[src/rtl/sync_pkg.sv]
package sync_pkg;

  localparam int unsigned SEL_W     = 2;
  localparam int unsigned CNT_W     = 6;
  localparam int unsigned GCD_STEPS = 12;

  typedef logic [CNT_W-1:0] cyc_t;

  typedef struct packed {
    cyc_t span;   // cycles between shared rising edges
    cyc_t lead;   // phase at which the warning starts
  } frame_t;

  function automatic cyc_t qa_base(input logic [SEL_W-1:0] code);
    case (code)
      2'd0:    return cyc_t'(4);
      2'd1:    return cyc_t'(6);
      2'd2:    return cyc_t'(8);
      default: return cyc_t'(12);
    endcase
  endfunction

  function automatic cyc_t qc_base(input logic [SEL_W-1:0] code);
    case (code)
      2'd0:    return cyc_t'(2);
      2'd1:    return cyc_t'(4);
      2'd2:    return cyc_t'(6);
      default: return cyc_t'(8);
    endcase
  endfunction

  function automatic cyc_t range_scale(input cyc_t r, input logic full);
    return full ? r : {r[CNT_W-2:0], 1'b0};
  endfunction

  function automatic cyc_t gcd_of(input cyc_t x, input cyc_t y);
    cyc_t a;
    cyc_t b;
    cyc_t t;
    a = x;
    b = y;
    for (int i = 0; i < GCD_STEPS; i++) begin
      if (b != '0) begin
        t = a % b;
        a = b;
        b = t;
      end
    end
    return a;
  endfunction

  function automatic cyc_t lcm_of(input cyc_t x, input cyc_t y);
    cyc_t g;
    g = gcd_of(x, y);
    if (g == '0) return '0;
    return cyc_t'((x / g) * y);
  endfunction

  function automatic cyc_t min_of(input cyc_t x, input cyc_t y);
    return (x < y) ? x : y;
  endfunction

endpackage

[src/rtl/sync_ratio_dec.sv]
module sync_ratio_dec
  import sync_pkg::*;
(
  input  logic             vco_full,
  input  logic [SEL_W-1:0] sel_a,
  input  logic [SEL_W-1:0] sel_c,
  output cyc_t             ratio_a,
  output cyc_t             ratio_c,
  output frame_t           frame
);

  cyc_t fast_per;

  always_comb begin
    ratio_a    = range_scale(qa_base(sel_a), vco_full);
    ratio_c    = range_scale(qc_base(sel_c), vco_full);
    fast_per   = min_of(ratio_a, ratio_c);
    frame.span = lcm_of(ratio_a, ratio_c);
    frame.lead = frame.span - fast_per;
  end

endmodule

[src/rtl/sync_phase_ctr.sv]
module sync_phase_ctr
  import sync_pkg::*;
(
  input  logic   clk,
  input  logic   rst_n,
  input  frame_t frame_in,
  output logic   live_q,
  output cyc_t   cnt_q,
  output frame_t frame_q,
  output logic   live_d,
  output cyc_t   cnt_d,
  output frame_t frame_d
);

  // internal events, named for the checks
  logic at_last;
  logic arm_evt;

  assign at_last = live_q && (cnt_q == frame_q.span - cyc_t'(1));
  assign arm_evt = !live_q;

  always_comb begin
    live_d  = 1'b1;
    cnt_d   = cnt_q + cyc_t'(1);
    frame_d = frame_q;
    if (arm_evt || at_last) begin
      cnt_d   = '0;
      frame_d = frame_in;
    end
  end

  always_ff @(posedge clk or negedge rst_n) begin
    if (!rst_n) begin
      live_q  <= 1'b0;
      cnt_q   <= '0;
      frame_q <= '0;
    end else begin
      live_q  <= live_d;
      cnt_q   <= cnt_d;
      frame_q <= frame_d;
    end
  end


  cnt_range_chk: assert property (@(posedge clk) disable iff (!rst_n)
    live_q |-> (cnt_q < frame_q.span));


  frame_hold_chk: assert property (@(posedge clk) disable iff (!rst_n)
    (live_q && !at_last) |=> $stable(frame_q));


  wrap_zero_chk: assert property (@(posedge clk) disable iff (!rst_n)
    at_last |=> (cnt_q == '0));

endmodule

[src/rtl/sync_shaper.sv]
module sync_shaper
  import sync_pkg::*;
(
  input  logic clk,
  input  logic rst_n,
  input  logic live_d,
  input  cyc_t cnt_d,
  input  cyc_t lead_d,
  output logic sync_n
);

  logic warn_zone;

  assign warn_zone = live_d && (cnt_d >= lead_d);

  always_ff @(posedge clk or negedge rst_n) begin
    if (!rst_n) sync_n <= 1'b1;
    else        sync_n <= !warn_zone;
  end

endmodule

[src/rtl/sync_pulse_gen.sv]
module sync_pulse_gen
  import sync_pkg::*;
(
  input  logic             clk,
  input  logic             rst_n,
  input  logic             vco_full,
  input  logic [SEL_W-1:0] sel_a,
  input  logic [SEL_W-1:0] sel_c,
  output logic             sync_n
);

  cyc_t   ratio_a;
  cyc_t   ratio_c;
  frame_t frame_c;
  logic   live_q;
  cyc_t   cnt_q;
  frame_t frame_q;
  logic   live_d;
  cyc_t   cnt_d;
  frame_t frame_d;

  sync_ratio_dec u_dec (
    .vco_full (vco_full),
    .sel_a    (sel_a),
    .sel_c    (sel_c),
    .ratio_a  (ratio_a),
    .ratio_c  (ratio_c),
    .frame    (frame_c)
  );

  sync_phase_ctr u_ctr (
    .clk      (clk),
    .rst_n    (rst_n),
    .frame_in (frame_c),
    .live_q   (live_q),
    .cnt_q    (cnt_q),
    .frame_q  (frame_q),
    .live_d   (live_d),
    .cnt_d    (cnt_d),
    .frame_d  (frame_d)
  );

  sync_shaper u_shp (
    .clk    (clk),
    .rst_n  (rst_n),
    .live_d (live_d),
    .cnt_d  (cnt_d),
    .lead_d (frame_d.lead),
    .sync_n (sync_n)
  );


  idle_high_chk: assert property (@(posedge clk) disable iff (!rst_n)
    !live_q |-> sync_n);


  rise_at_coin_chk: assert property (@(posedge clk) disable iff (!rst_n)
    $rose(sync_n) |-> (cnt_q == '0));


  fall_at_lead_chk: assert property (@(posedge clk) disable iff (!rst_n)
    $fell(sync_n) |-> (cnt_q == frame_q.lead));


  equal_low_chk: assert property (@(posedge clk) disable iff (!rst_n)
    (live_q && frame_q.lead == '0) |-> !sync_n);


  span_mult_chk: assert property (@(posedge clk) disable iff (!rst_n)
    ((frame_c.span % ratio_a) == '0) && ((frame_c.span % ratio_c) == '0));

endmodule

[config.mk]
export PLATFORM = sky130hd
export DESIGN_NAME = sync_pulse_gen
export DESIGN_NICKNAME = d
export VERILOG_FILES = /design/src/rtl/sync_pkg.sv /design/src/rtl/sync_ratio_dec.sv /design/src/rtl/sync_phase_ctr.sv /design/src/rtl/sync_shaper.sv /design/src/rtl/sync_pulse_gen.sv
export SDC_FILE = /design/constraint.sdc
export NUM_CORES = 1
export LEC_CHECK = 0
export CORE_UTILIZATION = 50
export DETAILED_ROUTE_END_ITERATION = 6
export DONT_BUFFER_PORTS = 1
export MAX_ROUTING_LAYER = met4
export PLACE_DENSITY = 0.75
export SLEW_MARGIN = 5
export SYNTH_ARGS = -nofsm -noshare
export SYNTH_HDL_FRONTEND = slang
export SYNTH_SLANG_ARGS = --single-unit
[constraint.sdc]
create_clock -name clk -period 5.9 [get_ports clk]
set_input_delay 0.885 -clock clk [delete_from_list [all_inputs] [get_ports clk]]
set_output_delay 0.885 -clock clk [all_outputs]
set_load 0.005 [all_outputs]
==> report_table.html, run 1 <==
<table>
<tr><th>Metric</th><th>Value</th></tr>
<tr><th colspan="2">Synthesis</th></tr>
<tr><td>Yosys synthesis warning count</td><td>0</td></tr>
<tr><td>Leading area contributor after synthesis</td><td>sky130_fd_sc_hd__ha_1</td></tr>
<tr><td>Top cell type's share of synthesized area</td><td>0.1849</td></tr>
<tr><td>Main combinational cell family by area after synthesis</td><td>compound AO/OA/AOI/OAI gates</td></tr>
<tr><td>Synthesized instance count</td><td>1873</td></tr>
<tr><td>Synthesized-area fraction occupied by and/or/nand/nor cells</td><td>0.2585</td></tr>
<tr><td>Share of synthesized area occupied by flip-flops and latches</td><td>0.03594</td></tr>
<tr><td>Synthesized cell area</td><td>0.01326 mm^2</td></tr>
<tr><td>Xor and xnor area share after synthesis</td><td>0.05509</td></tr>
<tr><td>Synthesized-area fraction occupied by ao, oa, aoi and oai cells</td><td>0.3618</td></tr>
<tr><td>Library cells used by synthesis</td><td>136</td></tr>
<tr><td>Async S/R FF share, synth</td><td>1.000</td></tr>
<tr><td>Dominant synthesized flop cell</td><td>sky130_fd_sc_hd__dfrtp_1</td></tr>
<tr><td>Number of flops mapped to enable cells by yosys</td><td>0</td></tr>
<tr><td>Multiplexer share of the synthesized area</td><td>0.03981</td></tr>
<tr><td>Flip-flop and latch count after synthesis</td><td>19</td></tr>
<tr><td>Synthesized area per cell</td><td>7.082 um^2</td></tr>
<tr><td>Post-synthesis adder-cell area fraction</td><td>0.1894</td></tr>
<tr><td>Ranking of synthesized cells by area</td><td>sky130_fd_sc_hd__ha_1, sky130_fd_sc_hd__nor2_1, sky130_fd_sc_hd__o21ai_0</td></tr>
<tr><th colspan="2">Global route</th></tr>
<tr><td>Largest net degree at the start of global routing</td><td>20</td></tr>
<tr><td>Vias in the first global route</td><td>25.47k</td></tr>
<tr><td>Overall fraction of global-route tracks in use</td><td>0.6933</td></tr>
<tr><td>Wire length of the first global-routing pass</td><td>140500 um</td></tr>
<tr><td>Global-route congestion overflow total</td><td>37</td></tr>
<tr><th colspan="2">Floorplan</th></tr>
<tr><td>Standard-cell rows</td><td>59</td></tr>
<tr><td>Number of top-level design ports</td><td>8</td></tr>
<tr><td>Width of the chip</td><td>164.9 um</td></tr>
<tr><td>Starting Density</td><td>0.5090</td></tr>
<tr><td>Die Y</td><td>164.9 um</td></tr>
<tr><th colspan="2">Place</th></tr>
<tr><td>HPWL reported at the end of detailed placement</td><td>41700 um</td></tr>
<tr><td>Port Buf Inserts</td><td>0</td></tr>
<tr><td>Pre-CTS worst setup slack</td><td>-53.51 ns</td></tr>
<tr><td>Final RePlAce weighted congestion</td><td>0.9901</td></tr>
<tr><th colspan="2">Status</th></tr>
<tr><td>Fail Step</td><td>global routing</td></tr>
<tr><td>First logged error message</td><td>[ERROR GRT-0116] Global routing finished with congestion. Check the congestion regions in the DRC Viewer.</td></tr>
<tr><td>Status</td><td>aborted with a tool error</td></tr>
<tr><th colspan="2">CTS</th></tr>
<tr><td>Clock sink count</td><td>19</td></tr>
<tr><td>Clock Tree Buf Depth</td><td>2</td></tr>
<tr><td>Maximum level of the CTS H-tree</td><td>1</td></tr>
<tr><td>Root buffer cell</td><td>sky130_fd_sc_hd__clkbuf_16</td></tr>
<tr><td>Number of buffers inserted for hold repair after clock tree synthesis</td><td>0</td></tr>
<tr><td>Number of buffers added by the clock tree synthesis step</td><td>3</td></tr>
</table>
## synthesized netlist by cell type, types with 14 or more instances
| library cell | instances |
|---|---|
| sky130_fd_sc_hd__xor2_1 | 20 |
| sky130_fd_sc_hd__or2_2 | 19 |
| sky130_fd_sc_hd__a21boi_0 | 22 |
| sky130_fd_sc_hd__nand2b_1 | 53 |
| sky130_fd_sc_hd__xnor2_1 | 59 |
| sky130_fd_sc_hd__and2_1 | 24 |
| sky130_fd_sc_hd__dfrtp_1 | 18 |
| sky130_fd_sc_hd__o211ai_1 | 23 |
| sky130_fd_sc_hd__mux2_2 | 23 |
| sky130_fd_sc_hd__buf_4 | 14 |
| sky130_fd_sc_hd__and3_1 | 16 |
| sky130_fd_sc_hd__mux2i_1 | 24 |
| sky130_fd_sc_hd__o21a_1 | 53 |
| sky130_fd_sc_hd__o31ai_1 | 24 |
| sky130_fd_sc_hd__or3_1 | 18 |
| sky130_fd_sc_hd__nor3_1 | 73 |
| sky130_fd_sc_hd__inv_1 | 125 |
| sky130_fd_sc_hd__nor4_1 | 14 |
| sky130_fd_sc_hd__a21oi_1 | 113 |
| sky130_fd_sc_hd__ha_1 | 196 |
| sky130_fd_sc_hd__o21ai_0 | 129 |
| sky130_fd_sc_hd__o21ai_1 | 19 |
| sky130_fd_sc_hd__nor2b_1 | 16 |
| sky130_fd_sc_hd__nand3_1 | 35 |
| sky130_fd_sc_hd__a21o_1 | 51 |
| sky130_fd_sc_hd__a31oi_1 | 28 |
| sky130_fd_sc_hd__a211oi_1 | 19 |
| sky130_fd_sc_hd__nand2_1 | 164 |
| sky130_fd_sc_hd__nor2_1 | 174 |
## routing by layer
layer / track usage / overflow
met1: 0.6767 / 0
met2: 0.8934 / 21
met3: 0.4666 / 1
met4: 0.6781 / 15
met5: - / -
## cells by family after synthesis
family                     count (synthesis)
and+or+nand+nor                          679
AOI/OAI and AO/OA                        668
adders and majority gates                199
buffers and inverters                    176
xor gates and xnor gates                  81
muxes                                     49
DFF                                       19
other                                      2
## metrics by stage
step / area (um^2) / cells
2_1_floorplan: 14330 / 1875
3_3_place_gp: 20750 / 3014
3_5_place_dp: 20750 / 3014
4_1_cts: 22920 / 3201
## repair_timing
item | CTS
setup buffers | 183
pin swaps | 160
gates resized for setup | 143
setup endpoints to repair | 11
==> inputs of run 2 (changes only) <==
--- a/config.mk
+++ b/config.mk
@@ -5,11 +5,10 @@
 export SDC_FILE = /design/constraint.sdc
 export NUM_CORES = 1
 export LEC_CHECK = 0
-export CORE_UTILIZATION = 50
+export CORE_UTILIZATION = 35
 export DETAILED_ROUTE_END_ITERATION = 6
 export DONT_BUFFER_PORTS = 1
-export MAX_ROUTING_LAYER = met4
-export PLACE_DENSITY = 0.75
+export PLACE_DENSITY_LB_ADDON = 0.15
 export SLEW_MARGIN = 5
 export SYNTH_ARGS = -nofsm -noshare
 export SYNTH_HDL_FRONTEND = slang
==> run 2 against run 1 <==
  * The flow now finishes, with violations (negative setup slack)
  * Area after synthesis stayed put
  * Synthesized cell count stayed put
==> report_table.html, run 2 <==
<table>
<tr><th>Metric</th><th>Value</th></tr>
<tr><th colspan="2">Critical path</th></tr>
<tr><td>Worst reg2reg startpoint</td><td>u_ctr.frame_q[7]</td></tr>
<tr><td>Most prevalent standard cell on the critical path</td><td>sky130_fd_sc_hd__ha_4</td></tr>
<tr><td>Startpoint kind of the worst setup timing path</td><td>primary input</td></tr>
<tr><td>Critical path class</td><td>in -&gt; reg</td></tr>
<tr><td>Peak fanout along the critical path</td><td>9</td></tr>
<tr><td>Cell with the largest stage delay on the worst path</td><td>sky130_fd_sc_hd__or4_4</td></tr>
<tr><td>Logic depth of the worst register-to-register path</td><td>15</td></tr>
<tr><td>Longest individual stage delay on the worst path</td><td>0.55 ns</td></tr>
<tr><td>Worst endpoint required time</td><td>6.09 ns</td></tr>
<tr><td>Destination of the critical timing path</td><td>u_shp.sync_n</td></tr>
<tr><td>R2r endpoint</td><td>u_shp.sync_n</td></tr>
<tr><td>Startpoint of the worst setup timing path</td><td>sel_c[1]</td></tr>
<tr><td>Worst path arrival time</td><td>58.04 ns</td></tr>
<tr><td>Worst Setup End Kind</td><td>register</td></tr>
<tr><td>Worst reg2reg setup slack</td><td>2.10 ns</td></tr>
<tr><th colspan="2">STA</th></tr>
<tr><td>Setup repair after global routing missed its margin</td><td>yes</td></tr>
<tr><td>Count of final hold-check violations</td><td>0</td></tr>
<tr><td>Post-route fraction of the period consumed by the critical path</td><td>9.806</td></tr>
<tr><td>Setup Viol. Count Final</td><td>11</td></tr>
<tr><td>Highest Clock Rate</td><td>0.01729 GHz</td></tr>
<tr><td>Max_slew headroom</td><td>0.2574</td></tr>
<tr><td>Setup clock skew after layout</td><td>0.002396 ns</td></tr>
<tr><td>Min cycle time layout</td><td>57.85 ns</td></tr>
<tr><td>Slew at the pin closest to its max-slew limit</td><td>1.102 ns</td></tr>
<tr><td>Slew Viols, Final</td><td>0</td></tr>
<tr><td>Post-route worst setup slack</td><td>-51.95 ns</td></tr>
<tr><th colspan="2">Floorplan</th></tr>
<tr><td>Width of the chip</td><td>196.7 um (was 164.9 um)</td></tr>
<tr><td>Starting Density</td><td>0.3589 (was 0.5090)</td></tr>
<tr><td>Die footprint</td><td>0.03868 mm^2</td></tr>
<tr><td>Number of top-level design ports</td><td>8 (unchanged)</td></tr>
<tr><td>Standard-cell rows</td><td>70 (was 59)</td></tr>
<tr><td>Core area</td><td>0.03696 mm^2</td></tr>
<tr><td>Die Y</td><td>196.7 um (was 164.9 um)</td></tr>
<tr><th colspan="2">Synthesis</th></tr>
<tr><td>Flip-flop and latch count after synthesis</td><td>19 (unchanged)</td></tr>
<tr><td>Yosys synthesis warning count</td><td>0 (unchanged)</td></tr>
<tr><td>Most numerous cell types in the synthesized netlist</td><td>sky130_fd_sc_hd__ha_1, sky130_fd_sc_hd__nor2_1, sky130_fd_sc_hd__nand2_1 (unchanged)</td></tr>
<tr><td>Most common cell in the synthesized netlist</td><td>sky130_fd_sc_hd__ha_1 (unchanged)</td></tr>
<tr><td>Async S/R FF share, synth</td><td>1.000 (unchanged)</td></tr>
<tr><td>Number of flops mapped to enable cells by yosys</td><td>0 (unchanged)</td></tr>
<tr><td>Ranking of synthesized cells by area</td><td>sky130_fd_sc_hd__ha_1, sky130_fd_sc_hd__nor2_1, sky130_fd_sc_hd__o21ai_0 (unchanged)</td></tr>
<tr><td>Synthesized cell area</td><td>0.01326 mm^2 (unchanged)</td></tr>
<tr><td>Share of synthesized area occupied by flip-flops and latches</td><td>0.03594 (unchanged)</td></tr>
<tr><td>Synthesized area per cell</td><td>7.082 um^2 (unchanged)</td></tr>
<tr><td>Leading area contributor after synthesis</td><td>sky130_fd_sc_hd__ha_1 (unchanged)</td></tr>
<tr><td>Top cell type's share of synthesized area</td><td>0.1849 (unchanged)</td></tr>
<tr><td>Synthesized instance count</td><td>1873 (unchanged)</td></tr>
<tr><td>Dominant synthesized flop cell</td><td>sky130_fd_sc_hd__dfrtp_1 (unchanged)</td></tr>
<tr><td>Library cells used by synthesis</td><td>136 (unchanged)</td></tr>
<tr><th colspan="2">CTS</th></tr>
<tr><td>Maximum level of the CTS H-tree</td><td>1 (unchanged)</td></tr>
<tr><td>Clock sink count</td><td>19 (unchanged)</td></tr>
<tr><td>Clock Tree Buf Depth</td><td>2 (unchanged)</td></tr>
<tr><td>Root buffer cell</td><td>sky130_fd_sc_hd__clkbuf_16 (unchanged)</td></tr>
<tr><td>Clock transition at path regs</td><td>0.06 ns</td></tr>
<tr><td>Number of buffers added by the clock tree synthesis step</td><td>3 (unchanged)</td></tr>
<tr><td>Clock latency at the later pin of the worst-skew pair</td><td>0.25 ns</td></tr>
<tr><td>TritonCTS clock tree</td><td>done</td></tr>
<tr><th colspan="2">Flow run</th></tr>
<tr><td>Max cap viols</td><td>0</td></tr>
<tr><th colspan="2">Final layout</th></tr>
<tr><td>Flip-flop count of the largest register, all copies and words added</td><td>11</td></tr>
<tr><td>ANT cells</td><td>0</td></tr>
<tr><td>Largest registers</td><td>u_ctr.frame_q x11, u_ctr.cnt_q x6</td></tr>
<tr><td>Share of post-route cells with drive strength above 1</td><td>0.5299</td></tr>
<tr><td># nets final</td><td>3121</td></tr>
<tr><td>Largest register by flop count</td><td>u_ctr.frame_q</td></tr>
<tr><td>Synthesis-to-finish area growth</td><td>83.60%</td></tr>
<tr><td>Most used cells in the layout excluding fill and tap cells</td><td>sky130_fd_sc_hd__buf_4, sky130_fd_sc_hd__nand2_1, sky130_fd_sc_hd__ha_1</td></tr>
<tr><td>Finished Core Util</td><td>0.6589</td></tr>
<tr><td>Multi-input combinational cell area</td><td>0.01447 mm^2</td></tr>
<tr><td>Number of fillers in the final layout</td><td>3171</td></tr>
<tr><td>Most frequent standard cell in the layout excluding fill and tap cells</td><td>sky130_fd_sc_hd__buf_4</td></tr>
<tr><td>Storage cell area</td><td>476.7 um^2</td></tr>
<tr><td>Post-route design area</td><td>0.02435 mm^2</td></tr>
<tr><th colspan="2">Global route</th></tr>
<tr><td>Antenna violations before repair</td><td>0</td></tr>
<tr><td>Global-route congestion overflow total</td><td>0</td></tr>
<tr><td>Largest net degree at the start of global routing</td><td>20</td></tr>
<tr><td>Overall fraction of global-route tracks in use</td><td>0.2579</td></tr>
<tr><td>Vias in the first global route</td><td>18.43k</td></tr>
<tr><td>Wire length of the first global-routing pass</td><td>85140 um</td></tr>
<tr><th colspan="2">Drt</th></tr>
<tr><td>First-pass iteration count of the detailed router</td><td>5</td></tr>
<tr><td>Wire per inst</td><td>15.39 um</td></tr>
<tr><td>Post-route antenna net violation count</td><td>0</td></tr>
<tr><td>Routed wire length</td><td>52610 um</td></tr>
<tr><td>Number of design-rule violations left by the first detailed-router iteration</td><td>871</td></tr>
<tr><td>Total via count in the routed design</td><td>18.07k</td></tr>
<tr><td>DR DRC count</td><td>0</td></tr>
<tr><td>Ratio of routed vias to standard cells</td><td>5.285</td></tr>
<tr><th colspan="2">Place</th></tr>
<tr><td>Final RePlAce weighted congestion</td><td>0.9104 (was 0.9901)</td></tr>
<tr><td>Pre-CTS worst setup slack</td><td>-53.34 ns (was -53.51 ns)</td></tr>
<tr><td>HPWL reported at the end of detailed placement</td><td>39820 um (was 41700 um)</td></tr>
<tr><td>Port Buf Inserts</td><td>0 (unchanged)</td></tr>
<tr><td>Cell Area, Placed</td><td>0.02106 mm^2 (was 0.02075 mm^2)</td></tr>
<tr><th colspan="2">Hold path</th></tr>
<tr><td>Class of the worst hold path</td><td>in -&gt; async</td></tr>
<tr><th colspan="2">Status</th></tr>
<tr><td>Status</td><td>finished, violations left (was aborted with a tool error)</td></tr>
<tr><td>Failing checks</td><td>negative setup slack</td></tr>
</table>
run 2: repair_timing:
action / 4_1_cts / 5_1_grt
gates resized for setup: 129 / 188
setup endpoints to repair: 11 / 11
pin swaps: 202 / 137
cloned: 0 / 0
hold buffers: 0 / 0
setup buffers: 154 / 70
run 2: cell families after synthesis:
kind of cell,after synthesis,share of synthesized area
AO/OA/AOI/OAI,668,0.3618
XOR/XNOR,81,0.05509
adder cells (fa/ha/maj),199,0.1894
buffers and inverters,176,0.05896
flip-flops,19,0.03594
multiplexers,49,0.03981
other,2,0.0005662
AND/OR/NAND/NOR,679,0.2585
run 2: area by class of cell:
type,instances,share of cell area
Clock buffer,3,0.003083
Clock inverter,1,0.0003083
Inverter,138,0.02178
Multi-Input combinational cell,1680,0.5941
Sequential cell,19,0.01958
Tap cell,504,0.02590
Timing Repair Buffer,1073,0.3353
run 2: worst max-delay path, delay by kind of cell:
kind,cells,cell delay (ns)
AO/OA/AOI/OAI,137,21.35
XOR/XNOR,6,1.12
adder cells (fa/ha/maj),48,12.26
buffers and inverters,42,4.85
multiplexers,11,2.91
AND/OR/NAND/NOR,101,14.63
run 2: how the worst min path moves through the flow:
stage,endpoint,from,cells after the start
after floorplan,u_ctr.frame_q[4],u_ctr.frame_q[4],2
after global placement,u_ctr.frame_q[0],u_ctr.frame_q[0],2
after detailed placement,u_ctr.frame_q[4],u_ctr.frame_q[4],2
after CTS,u_ctr.frame_q[0],rst_n,0
after global routing,u_ctr.frame_q[5],rst_n,0
final,u_ctr.cnt_q[0],rst_n,0
run 2: layer usage:
| layer | GRT usage | up-vias | part of all wire |
|---|---|---|---|
| li1 | - | 9111 | - |
| met1 | 0.3308 | 8499 | 0.45 |
| met2 | 0.4807 | 375 | 0.50 |
| met3 | 0.01010 | 80 | 0.031 |
| met4 | 0.04421 | 0 | 0.018 |
| met5 | 0 | - | 0 |
run 2: per-stage QoR:
stage / cells / hold slack [ns] / TNS [ns]
after floorplan: 1875 / 0.4520 / -555.07
after global placement: 3195 / 0.4753 / -558.28
after detailed placement: 3195 / 0.4796 / -572.70
after CTS: 3353 / 0.3221 / -549.75
after global routing: 3418 / 0.3141 / -590.57
final: 3418 / 0.3237 / -558.61
Power of run 2 is not shown: default switching activity piles up to over one toggle a cycle in this logic, so the estimate is an artifact.
